File: src/rtl/ilp_pkg.sv
package ilp_pkg;

  // Role of each pipeline stage
  localparam int KIND_PASS  = 0;  // plain register, always advances
  localparam int KIND_HOLD  = 1;  // upstream of first adder, frozen on stall
  localparam int KIND_FIRST = 2;  // first adding stage, admits or bubbles
  localparam int KIND_LATER = 3;  // later adding stage, always advances

  // Stage index of adding operation idx
  function automatic int op_stage(input int first, input int period, input int idx);
    return first + period * idx;
  endfunction

  function automatic int stage_kind(input int j, input int first, input int period,
                                    input int nops);
    if (j < first) return KIND_HOLD;
    if (j == first) return KIND_FIRST;
    if (((j - first) % period) == 0 && ((j - first) / period) < nops) return KIND_LATER;
    return KIND_PASS;
  endfunction

  // Total amount added by the pipeline to one value
  function automatic int total_increment(input int nops);
    return nops;
  endfunction

endpackage

File: src/rtl/ilp_interlock.sv
module ilp_interlock #(
  parameter int NOPS = 3
) (
  input  logic            clk,
  input  logic            rst_n,
  input  logic            first_req,
  input  logic [NOPS-2:0] later_req,
  output logic            busy,
  output logic            stall,
  output logic            admit
);

  // The incrementer is taken by whichever later stage holds valid work
  assign busy  = |later_req;
  assign stall = first_req & busy;
  assign admit = first_req & ~busy;

  // even spacing keeps later users of the incrementer mutually exclusive
  p_one_user_r6: assert property (@(posedge clk) disable iff (!rst_n)
    $onehot0(later_req));

endmodule

File: src/rtl/ilp_operand_mux.sv
module ilp_operand_mux #(
  parameter int W    = 8,
  parameter int NOPS = 3
) (
  input  logic [W-1:0]            first_opd,
  input  logic [NOPS-2:0][W-1:0]  later_opd,
  input  logic [NOPS-2:0]         later_req,
  output logic [W-1:0]            sum
);

  logic [W-1:0] sel;

  // Chain: each later stage with valid work overrides the earlier choice
  always_comb begin
    sel = first_opd;
    for (int i = 0; i < NOPS - 1; i++) begin
      if (later_req[i]) sel = later_opd[i];
    end
  end

  assign sum = sel + {{(W-1){1'b0}}, 1'b1};

endmodule

File: src/rtl/ilp_stage.sv
module ilp_stage #(
  parameter int W    = 8,
  parameter int KIND = 0
) (
  input  logic         clk,
  input  logic         rst_n,
  input  logic [W-1:0] prev_data,
  input  logic         prev_en,
  input  logic [W-1:0] sum,
  input  logic         hold,
  input  logic         admit,
  output logic [W-1:0] q_data,
  output logic         q_en
);

  always_ff @(posedge clk) begin
    if (!rst_n) begin
      q_en   <= 1'b0;
      q_data <= '0;
    end else if (KIND == ilp_pkg::KIND_HOLD) begin
      if (!hold) begin
        q_en   <= prev_en;
        q_data <= prev_data;
      end
    end else if (KIND == ilp_pkg::KIND_FIRST) begin
      q_en   <= admit;
      q_data <= sum;
    end else if (KIND == ilp_pkg::KIND_LATER) begin
      q_en   <= prev_en;
      q_data <= sum;
    end else begin
      q_en   <= prev_en;
      q_data <= prev_data;
    end
  end

endmodule

File: src/rtl/ilp_shared_add_pipe.sv
module ilp_shared_add_pipe #(
  parameter int W      = 8,
  parameter int NSTG   = 5,
  parameter int FIRST  = 0,
  parameter int PERIOD = 2,
  parameter int NOPS   = 3
) (
  input  logic         clk,
  input  logic         rst_n,
  input  logic         in_valid,
  input  logic [W-1:0] in_data,
  output logic         in_ready,
  output logic         stall,
  output logic         out_valid,
  output logic [W-1:0] out_data
);

  localparam int LAST_OP = ilp_pkg::op_stage(FIRST, PERIOD, NOPS - 1);

  logic [W-1:0]           q_d    [NSTG];
  logic [NSTG-1:0]        q_e;
  logic [W-1:0]           prev_d [NSTG];
  logic [NSTG-1:0]        prev_e;
  logic [NOPS-2:0]        later_req;
  logic [NOPS-2:0][W-1:0] later_opd;
  logic [W-1:0]           sum;
  logic                   busy;
  logic                   admit;

  // Inputs seen by each stage
  for (genvar j = 0; j < NSTG; j++) begin : g_prev
    if (j == 0) begin : g_head
      assign prev_d[j] = in_data;
      assign prev_e[j] = in_valid;
    end else begin : g_body
      assign prev_d[j] = q_d[j-1];
      assign prev_e[j] = q_e[j-1];
    end
  end

  // Requests of the later adding stages
  for (genvar i = 1; i < NOPS; i++) begin : g_req
    localparam int S = ilp_pkg::op_stage(FIRST, PERIOD, i);
    assign later_req[i-1] = prev_e[S];
    assign later_opd[i-1] = prev_d[S];
  end

  ilp_interlock #(.NOPS(NOPS)) u_lock (
    .clk       (clk),
    .rst_n     (rst_n),
    .first_req (prev_e[FIRST]),
    .later_req (later_req),
    .busy      (busy),
    .stall     (stall),
    .admit     (admit)
  );

  ilp_operand_mux #(.W(W), .NOPS(NOPS)) u_mux (
    .first_opd (prev_d[FIRST]),
    .later_opd (later_opd),
    .later_req (later_req),
    .sum       (sum)
  );

  for (genvar j = 0; j < NSTG; j++) begin : g_stage
    ilp_stage #(.W(W), .KIND(ilp_pkg::stage_kind(j, FIRST, PERIOD, NOPS))) u_stg (
      .clk       (clk),
      .rst_n     (rst_n),
      .prev_data (prev_d[j]),
      .prev_en   (prev_e[j]),
      .sum       (sum),
      .hold      (stall),
      .admit     (admit),
      .q_data    (q_d[j]),
      .q_en      (q_e[j])
    );
  end

  if (FIRST == 0) begin : g_rdy_direct
    assign in_ready = ~busy;
  end else begin : g_rdy_held
    assign in_ready = ~stall;
  end

  assign out_valid = q_e[NSTG-1];
  assign out_data  = q_d[NSTG-1];

  // reset clears the output valid
  p_reset_clear_r1: assert property (@(posedge clk) !rst_n |=> !out_valid);

  // a refused cycle leaves an empty slot at the first adding stage
  p_stall_bubble_r5: assert property (@(posedge clk) disable iff (!rst_n)
    stall |=> !q_e[FIRST]);

  // the last stage only fills from its neighbour
  if (LAST_OP < NSTG - 1 || FIRST < NSTG - 1) begin : g_lat_chk
    p_out_from_prev_r3: assert property (@(posedge clk) disable iff (!rst_n)
      q_e[NSTG-1] |-> $past(q_e[NSTG-2]));
  end

  // the first stage fills only after a handshake at the input
  if (FIRST == 0) begin : g_adm_chk
    p_admit_handshake_r4: assert property (@(posedge clk) disable iff (!rst_n)
      q_e[0] |-> $past(in_valid && in_ready));
  end

endmodule

File: config.mk
export PLATFORM = sky130hd
export DESIGN_NAME = ilp_shared_add_pipe
export DESIGN_NICKNAME = d
export VERILOG_FILES = /design/src/rtl/ilp_pkg.sv /design/src/rtl/ilp_interlock.sv /design/src/rtl/ilp_operand_mux.sv /design/src/rtl/ilp_stage.sv /design/src/rtl/ilp_shared_add_pipe.sv
export SDC_FILE = /design/constraint.sdc
export NUM_CORES = 1
export LEC_CHECK = 0
export BUFFER_PORTS_ARGS = -buffer_cell sky130_fd_sc_hd__clkbuf_2
export CORE_ASPECT_RATIO = 1.25
export CORE_MARGIN = 4
export CORE_UTILIZATION = 53
export CTS_BUF_LIST = sky130_fd_sc_hd__clkbuf_8 sky130_fd_sc_hd__clkbuf_16
export CTS_CLUSTER_SIZE = 16
export DETAILED_ROUTE_END_ITERATION = 7
export HOLD_SLACK_MARGIN = 0.03
export PLACE_DENSITY = 0.74
export SLEW_MARGIN = 0
export SYNTH_ARGS = -nofsm -noshare
export SYNTH_HDL_FRONTEND = slang
export SYNTH_HIERARCHICAL = 1
export SYNTH_SLANG_ARGS = --single-unit
File: constraint.sdc
create_clock -name clk -period 5.61 [get_ports clk]
set_clock_uncertainty 0.05 [all_clocks]
set_input_delay 0.561 -clock clk [delete_from_list [all_inputs] [get_ports clk]]
set_output_delay 0.561 -clock clk [all_outputs]
set_load 0.05 [all_outputs]
==> impl_metrics.yaml, run 1 <==
outcome:
  status: "complete, no violations"
grt:
  grt_start_max_net_pins: 46
  grt_usage_pct: 14.52
  antenna_found_initial: 0
  grt_overflow_total: 0
  grt_pass1_wl_mm: 4.015
  grt_pass1_vias: 927
logic_synthesis:
  yosys-top-cells-area: "dfxtp_1 (58%), and2_1 (18%), mux2_4 (2.9%), mux2i_4 (2.9%), mux2i_1 (2.6%)"
  ys_warn_count: 6
  synthArstFlopShare_pct: 0
  syn_area_mm2: 0.001563
  synth_largest_area_cell: "dfxtp_1"
  synth_edf_count: 0
  syn_nets: 144
  yosysUniqueCellTypes: 28
  netlist_instances: 132
  ys_seq_area_share_pct: 57.65
  ys.flop_type: "dfxtp_1"
  syn_avg_cell_area_um2: 11.84
  yosysTopAreaCellShare_pct: 57.65
  ys_ff_latch: 45
  ys_top_cells_by_count: "and2_1 (45), dfxtp_1 (45), mux2i_1 (4), xnor2_1 (4)"
setup_path:
  crit_arrival_ns: 2.40
  required_ns: 5.80
  crit_path_start: "g_stage[1].u_stg/q_en"
  rr_startpoint: "g_stage[1].u_stg/q_en"
  rr_worst_depth: 7
  slowest_stage: "dfxtp_1"
  cp_max_fo: 13
  critPathLaunchType: "register"
  r2r-end: "g_stage[0].u_stg/q_data[6]"
  crit_chain: "mux2_4 > mux2i_4 > inv_1 > ha_1 > nand4b_1 > xor2_1 > and2_1"
  max_stage_delay_ns: 0.71
  path_class: "reg -> reg"
  rrSetupSlack_ns: 3.39
  critical_path.endpoint_type: "register"
sta:
  grt_setup_unrepaired: "no"
  slew_violations: 0
  hold_ws_ns: 0.3815
  fin_crit_sh_pct: 39.53
  hold_viol: 0
  max_slew_margin_pct: 51.13
  setup_slack_ns: 3.393
  setup_viol: 0
  setup_tns_ns: 0
  worst_pin_slew_ns: 0.7321
  fmax_ghz: 0.4510
  min_period_ns: 2.217
cells_and_area:
  fin_nets: 170
  syn2layout_area_growth_pct: 13.53
  drive_gt1_share_pct: 23.42
  fin_area_mm2: 0.001774
  antenna_cells: 0
run:
  maxCapViolations: 0
power:
  switching_share_pct: 23.77
  irDropWorstVdd_mv: 0.2944
  power_switching_mw: 0.1448
  pwr-share-seq_pct: 57.0
  leakage_nw: 0.7477
  p_clk_share_pct: 31.6
  power_density_mw_per_mm2: 343.4
  power.share.combinational_pct: 11.4
  intPower_mw: 0.4645
clock_tree:
  ctsHoldBuffers: 0
  cts_buffers: 5
  clock_latency_ns: 0.29
  cts_sinks: 45
  cts_buffer_depth: 2
  cts_max_level: 2
  cts_tree: "done"
  clk_pin_slew_ns: 0.07
  cts_setup_buffers: 0
  root_buffer: "clkbuf_8"
  ctsResizeCount: 0
floorplan:
  num_rows: 21
  die_w_um: 56.57
  die-area_mm2: 0.003887
  ioPinCount: 22
  die_h_um: 68.71
  initial_utilization_pct: 56.64
  core_mm2: 0.002759
placed_design:
  port_buffers: 21
  dp_slack_ns: 3.381
  place_area_mm2: 0.001688
  place_congestion: 0.6834
  dpl.hpwl_mm: 1.630
route:
  dr.pass1.iters: 2
  vias: 921
  drt-vias-per-instance: 4.797
  wl_mm: 2.310
  wl_per_cell_um: 12.03
  drc: 0
  first_iter_violations: 22
  ant_nets: 0
worst_hold_path:
  min_path_type: "reg -> reg"
  min_from: "g_stage[0].u_stg/q_data[6]"
  hold_depth: 1
  min_to: "g_stage[1].u_stg/q_data[6]"
-- how the worst max path moves through the flow --
stage                                       to  slack [ns]  cells past startpoint
floorplan           g_stage[0].u_stg/q_data[6]        3.71                      7
global placement    g_stage[4].u_stg/q_data[6]        3.51                      7
detailed placement  g_stage[0].u_stg/q_data[6]        3.38                      7
CTS                 g_stage[0].u_stg/q_data[6]        3.37                      7
global route        g_stage[4].u_stg/q_data[6]        3.19                      7
finish              g_stage[0].u_stg/q_data[6]        3.39                      7
-- stage by stage --
step,cells,util (%),total power [mW]
2_1_floorplan,132,-,0.4075
3_3_place_gp,185,61.18,0.4235
3_5_place_dp,185,61.18,0.4262
4_1_cts,192,64.31,0.6192
5_1_grt,192,64.31,0.6445
6_report,192,64.31,0.6093
-- power groups by stage --
stage               logic [mW]  registers, mW  clock network, mW
floorplan               0.0382          0.369                  0
global placement        0.0689          0.355                  0
detailed placement      0.0707          0.355                  0
CTS                     0.0710          0.348              0.200
global route            0.0768          0.350              0.218
finish                  0.0695          0.348              0.192
-- placed cells by master, fill, tap and decap left out --
master / count
inv_1: 3
or2_1: 1
mux2i_4: 2
nor2_1: 2
nand3_1: 1
mux2i_1: 4
mux2_4: 3
ha_1: 1
nand4b_1: 1
nor3_2: 1
xnor2_1: 4
a211oi_1: 1
dfxtp_1: 45
mux2_2: 1
nor2b_1: 2
clkbuf_2: 21
o21ai_0: 1
clkbuf_8: 6
xor2_1: 2
nand4_1: 1
and2_1: 45
nor4_2: 1
mux2i_2: 1
o21ai_1: 1
nor3b_1: 1
o21a_1: 1
nand2_1: 3
nor2_2: 1
mux2_1: 1
-- critical path: cells and delay by family (launching register included) --
| family | cells | cell delay (ns) |
|---|---|---|
| simple gates | 2 | 0.28 |
| mux | 2 | 0.60 |
| fa+ha+maj | 1 | 0.23 |
| flops | 1 | 0.71 |
| buf+inv | 1 | 0.08 |
| xor+xnor | 1 | 0.22 |
-- flip-flops by register name, summed over array words and instances, names as in the netlist --
name	count
g_stage.u_stg/q_data	40
g_stage.u_stg/q_en	5
-- metal layers --
layer  vias up  part of all wire (%)  GRT usage (%)
met4         0                   3.1          9.792
met1       419                    42          14.81
li1        475                     -              -
met5         -                     0              0
met2        18                    49          24.13
met3         9                   6.2          6.518
-- area by class of cell --
class                      instances  area [um^2]
fill                             235        984.7
sequential                        45        900.9
multi-input combinational         83        631.9
timing repair buffer              21        105.1
clock buffer                       6        82.58
tap                               34        42.54
inverter                           2        7.507
clock inverter                     1        3.754
-- kinds of logic (layout without fill, tap and decap cells) --
family / Yosys count / in the layout / synth area share (%)
and+or+nand+nor: 60 / 60 / 24.02
xor gates and xnor gates: 6 / 6 / 3.363
buffers and inverters: 4 / 30 / 1.922
DFF: 45 / 45 / 57.65
muxes: 12 / 12 / 10.65
AOI/OAI and AO/OA: 4 / 4 / 1.601
adders and majority gates: 1 / 1 / 0.8005
No activity file was read; power rests on OpenSTA's default activity.
==> run 2, diff against run 1 <==
- CORE_UTILIZATION: 53 -> 51
- clock period: 5.61 -> 1.9 ns (I/O delays scaled with it)
==> run 2 against run 1 <==
Net effect:
- die area increased by 3.4%
- non-clock buffer count increased by 6
- fmax increased by 27%
- critical endpoint is now g_stage[0].u_stg/q_data[5]
- largest cell class unchanged
==> impl_metrics.yaml, run 2 (synthesized netlist as in run 1, its figures left out) <==
outcome:
  status: "complete, no violations"
cells_and_area:
  reg_top3: "g_stage.u_stg/q_data (40), g_stage.u_stg/q_en (5)"
  mostFrequentLayoutCell: "and2_1"
  final_cells: 200
  largest_reg_flops: 40
  multiInputGateArea_um2: 669.4
  drive_gt1_share_pct: 29.88
  fin_nets: 176
  regArea_um2: 905.9
  antenna_cells: 0
  syn2layout_area_growth_pct: 19.30
  filler_cell_count: 253
  largest-register: "g_stage.u_stg/q_data"
  layout_common_cells: "and2_1 (45), dfxtp_1 (43), clkbuf_2 (21), clkbuf_8 (6), buf_4 (6)"
route:
  first_iter_violations: 9
  drt-vias-per-instance: 4.620
  wl_per_cell_um: 11.60
  ant_nets: 0
  vias: 924
  wl_mm: 2.319
  drc: 0
  dr.pass1.iters: 4
clock_tree:
  clk_pin_slew_ns: 0.07
  cts_setup_buffers: 0
  cts_sinks: 45
  cts_max_level: 2
  cts_buffer_depth: 2
  clock_latency_ns: 0.29
  cts_tree: "done"
  root_buffer: "clkbuf_8"
  cts_buffers: 5
  ctsHoldBuffers: 0
sta:
  max_slew_margin_pct: 63.50
  setup_viol: 0
  fmax_ghz: 0.5748
  hold_viol: 0
  setup_slack_ns: 0.1604
  grt_setup_unrepaired: "no"
  slew_violations: 0
  fin_crit_sh_pct: 91.56
  worst_pin_slew_ns: 0.5475
  min_period_ns: 1.740
  hold_ws_ns: 0.2518
setup_path:
  critical_path.endpoint_type: "register"
  rr_startpoint: "g_stage[1].u_stg/q_en"
  cp_max_fo: 7
  r2r-end: "g_stage[0].u_stg/q_data[5]"
  required_ns: 2.08
  max_stage_delay_ns: 0.39
  slowest_stage: "dfxtp_4"
  critPathTopFamily: "multiplexers"
  rrSetupSlack_ns: 0.16
  critPathLaunchType: "register"
  path_buf_inv: 1
  rr_worst_depth: 7
  crit_chain: "buf_4 > mux2_4 > mux2i_4 > nor2_2 > nand3_1 > xor2_1 > and2_1"
  crit_arrival_ns: 1.92
  path_class: "reg -> reg"
grt:
  grt_pass1_wl_mm: 4.043
  antenna_found_initial: 0
  grt_start_max_net_pins: 46
  grt_pass1_vias: 931
  grt_usage_pct: 13.32
  grt_overflow_total: 0
run:
  maxCapViolations: 0
floorplan:
  initial_utilization_pct: 53.06
  num_rows: 22
  die_h_um: 69.89
  ioPinCount: 22
  core_mm2: 0.002945
  die-area_mm2: 0.004019
  die_w_um: 57.51
placed_design:
  place_inst: 193
  dpl.hpwl_mm: 1.648
  place_congestion: 0.7974
  dp_slack_ns: -0.05382
  port_buffers: 21
power:
  irDropWorstVdd_mv: 0.6990
  power_density_mw_per_mm2: 969.9
  power_mw: 1.808
  leakage_nw: 0.7872
worst_hold_path:
  min_from: "in_valid"
  min_path_type: "in -> reg"
  min_to: "g_stage[0].u_stg/q_en"
  hold_depth: 3
run 2: cell type report:
cell class | count | area share, %
repair buffers | 27 | 8.054
well taps | 36 | 2.416
flip-flops and latches | 45 | 48.59
clock buffers | 6 | 4.430
clock inverters | 1 | 0.2013
multi-input cells | 83 | 35.91
inverters | 2 | 0.4027
run 2: through the flow:
step                      setup TNS, ns  cell area [um^2]  utilization (%)
after floorplan                       0              1563                -
after global placement                0              1735            58.92
after detailed placement        -0.2479              1735            58.92
after CTS                             0              1824            61.94
after global routing                  0              1864            63.30
final                                 0              1864            63.30
run 2: where the power goes:
part | total [mW] | internal (mW) | switching [mW]
clock network | 0.558 | 0.283 | 0.275
registers | 1.02 | 1.01 | 0.0190
logic | 0.226 | 0.0958 | 0.130
total | 1.81 | 1.38 | 0.425
run 2: worst max path at each step:
stage | startpoint | cells after the start | to | slack, ns
6_report | g_stage[1].u_stg/q_en | 7 | g_stage[0].u_stg/q_data[5] | 0.16
5_1_grt | g_stage[1].u_stg/q_en | 7 | g_stage[4].u_stg/q_data[5] | 0.01
4_1_cts | g_stage[1].u_stg/q_en | 6 | g_stage[0].u_stg/q_data[6] | 0.03
3_5_place_dp | g_stage[1].u_stg/q_en | 6 | g_stage[4].u_stg/q_data[6] | -0.05
3_3_place_gp | g_stage[3].u_stg/q_en | 6 | g_stage[4].u_stg/q_data[6] | 0.05
2_1_floorplan | g_stage[1].u_stg/q_en | 8 | g_stage[0].u_stg/q_data[6] | 0.09
run 2: tightest hold or removal path: cells and delay by family:
| family | cells | cell delay [ns] |
|---|---|---|
| buffers and inverters | 1 | 0.09 |
| AND/OR/NAND/NOR | 2 | 0.27 |
run 2: timing repair:
action / in CTS / in global routing
hold endpoints to repair: 0 / 0
cloned: 0 / 0
endpoints found under the setup margin: 6 / 9
gates resized for setup: 2 / 7
run 2: per-layer routing:
| metal | part of all wire [%] | global-route usage (%) | vias to the layer above |
|---|---|---|---|
| li1 | - | - | 485 |
| met1 | 43 | 15.53 | 417 |
| met2 | 49 | 20.10 | 17 |
| met3 | 6.3 | 6.100 | 5 |
| met4 | 2.2 | 6.959 | 0 |
| met5 | 0 | 0 | - |
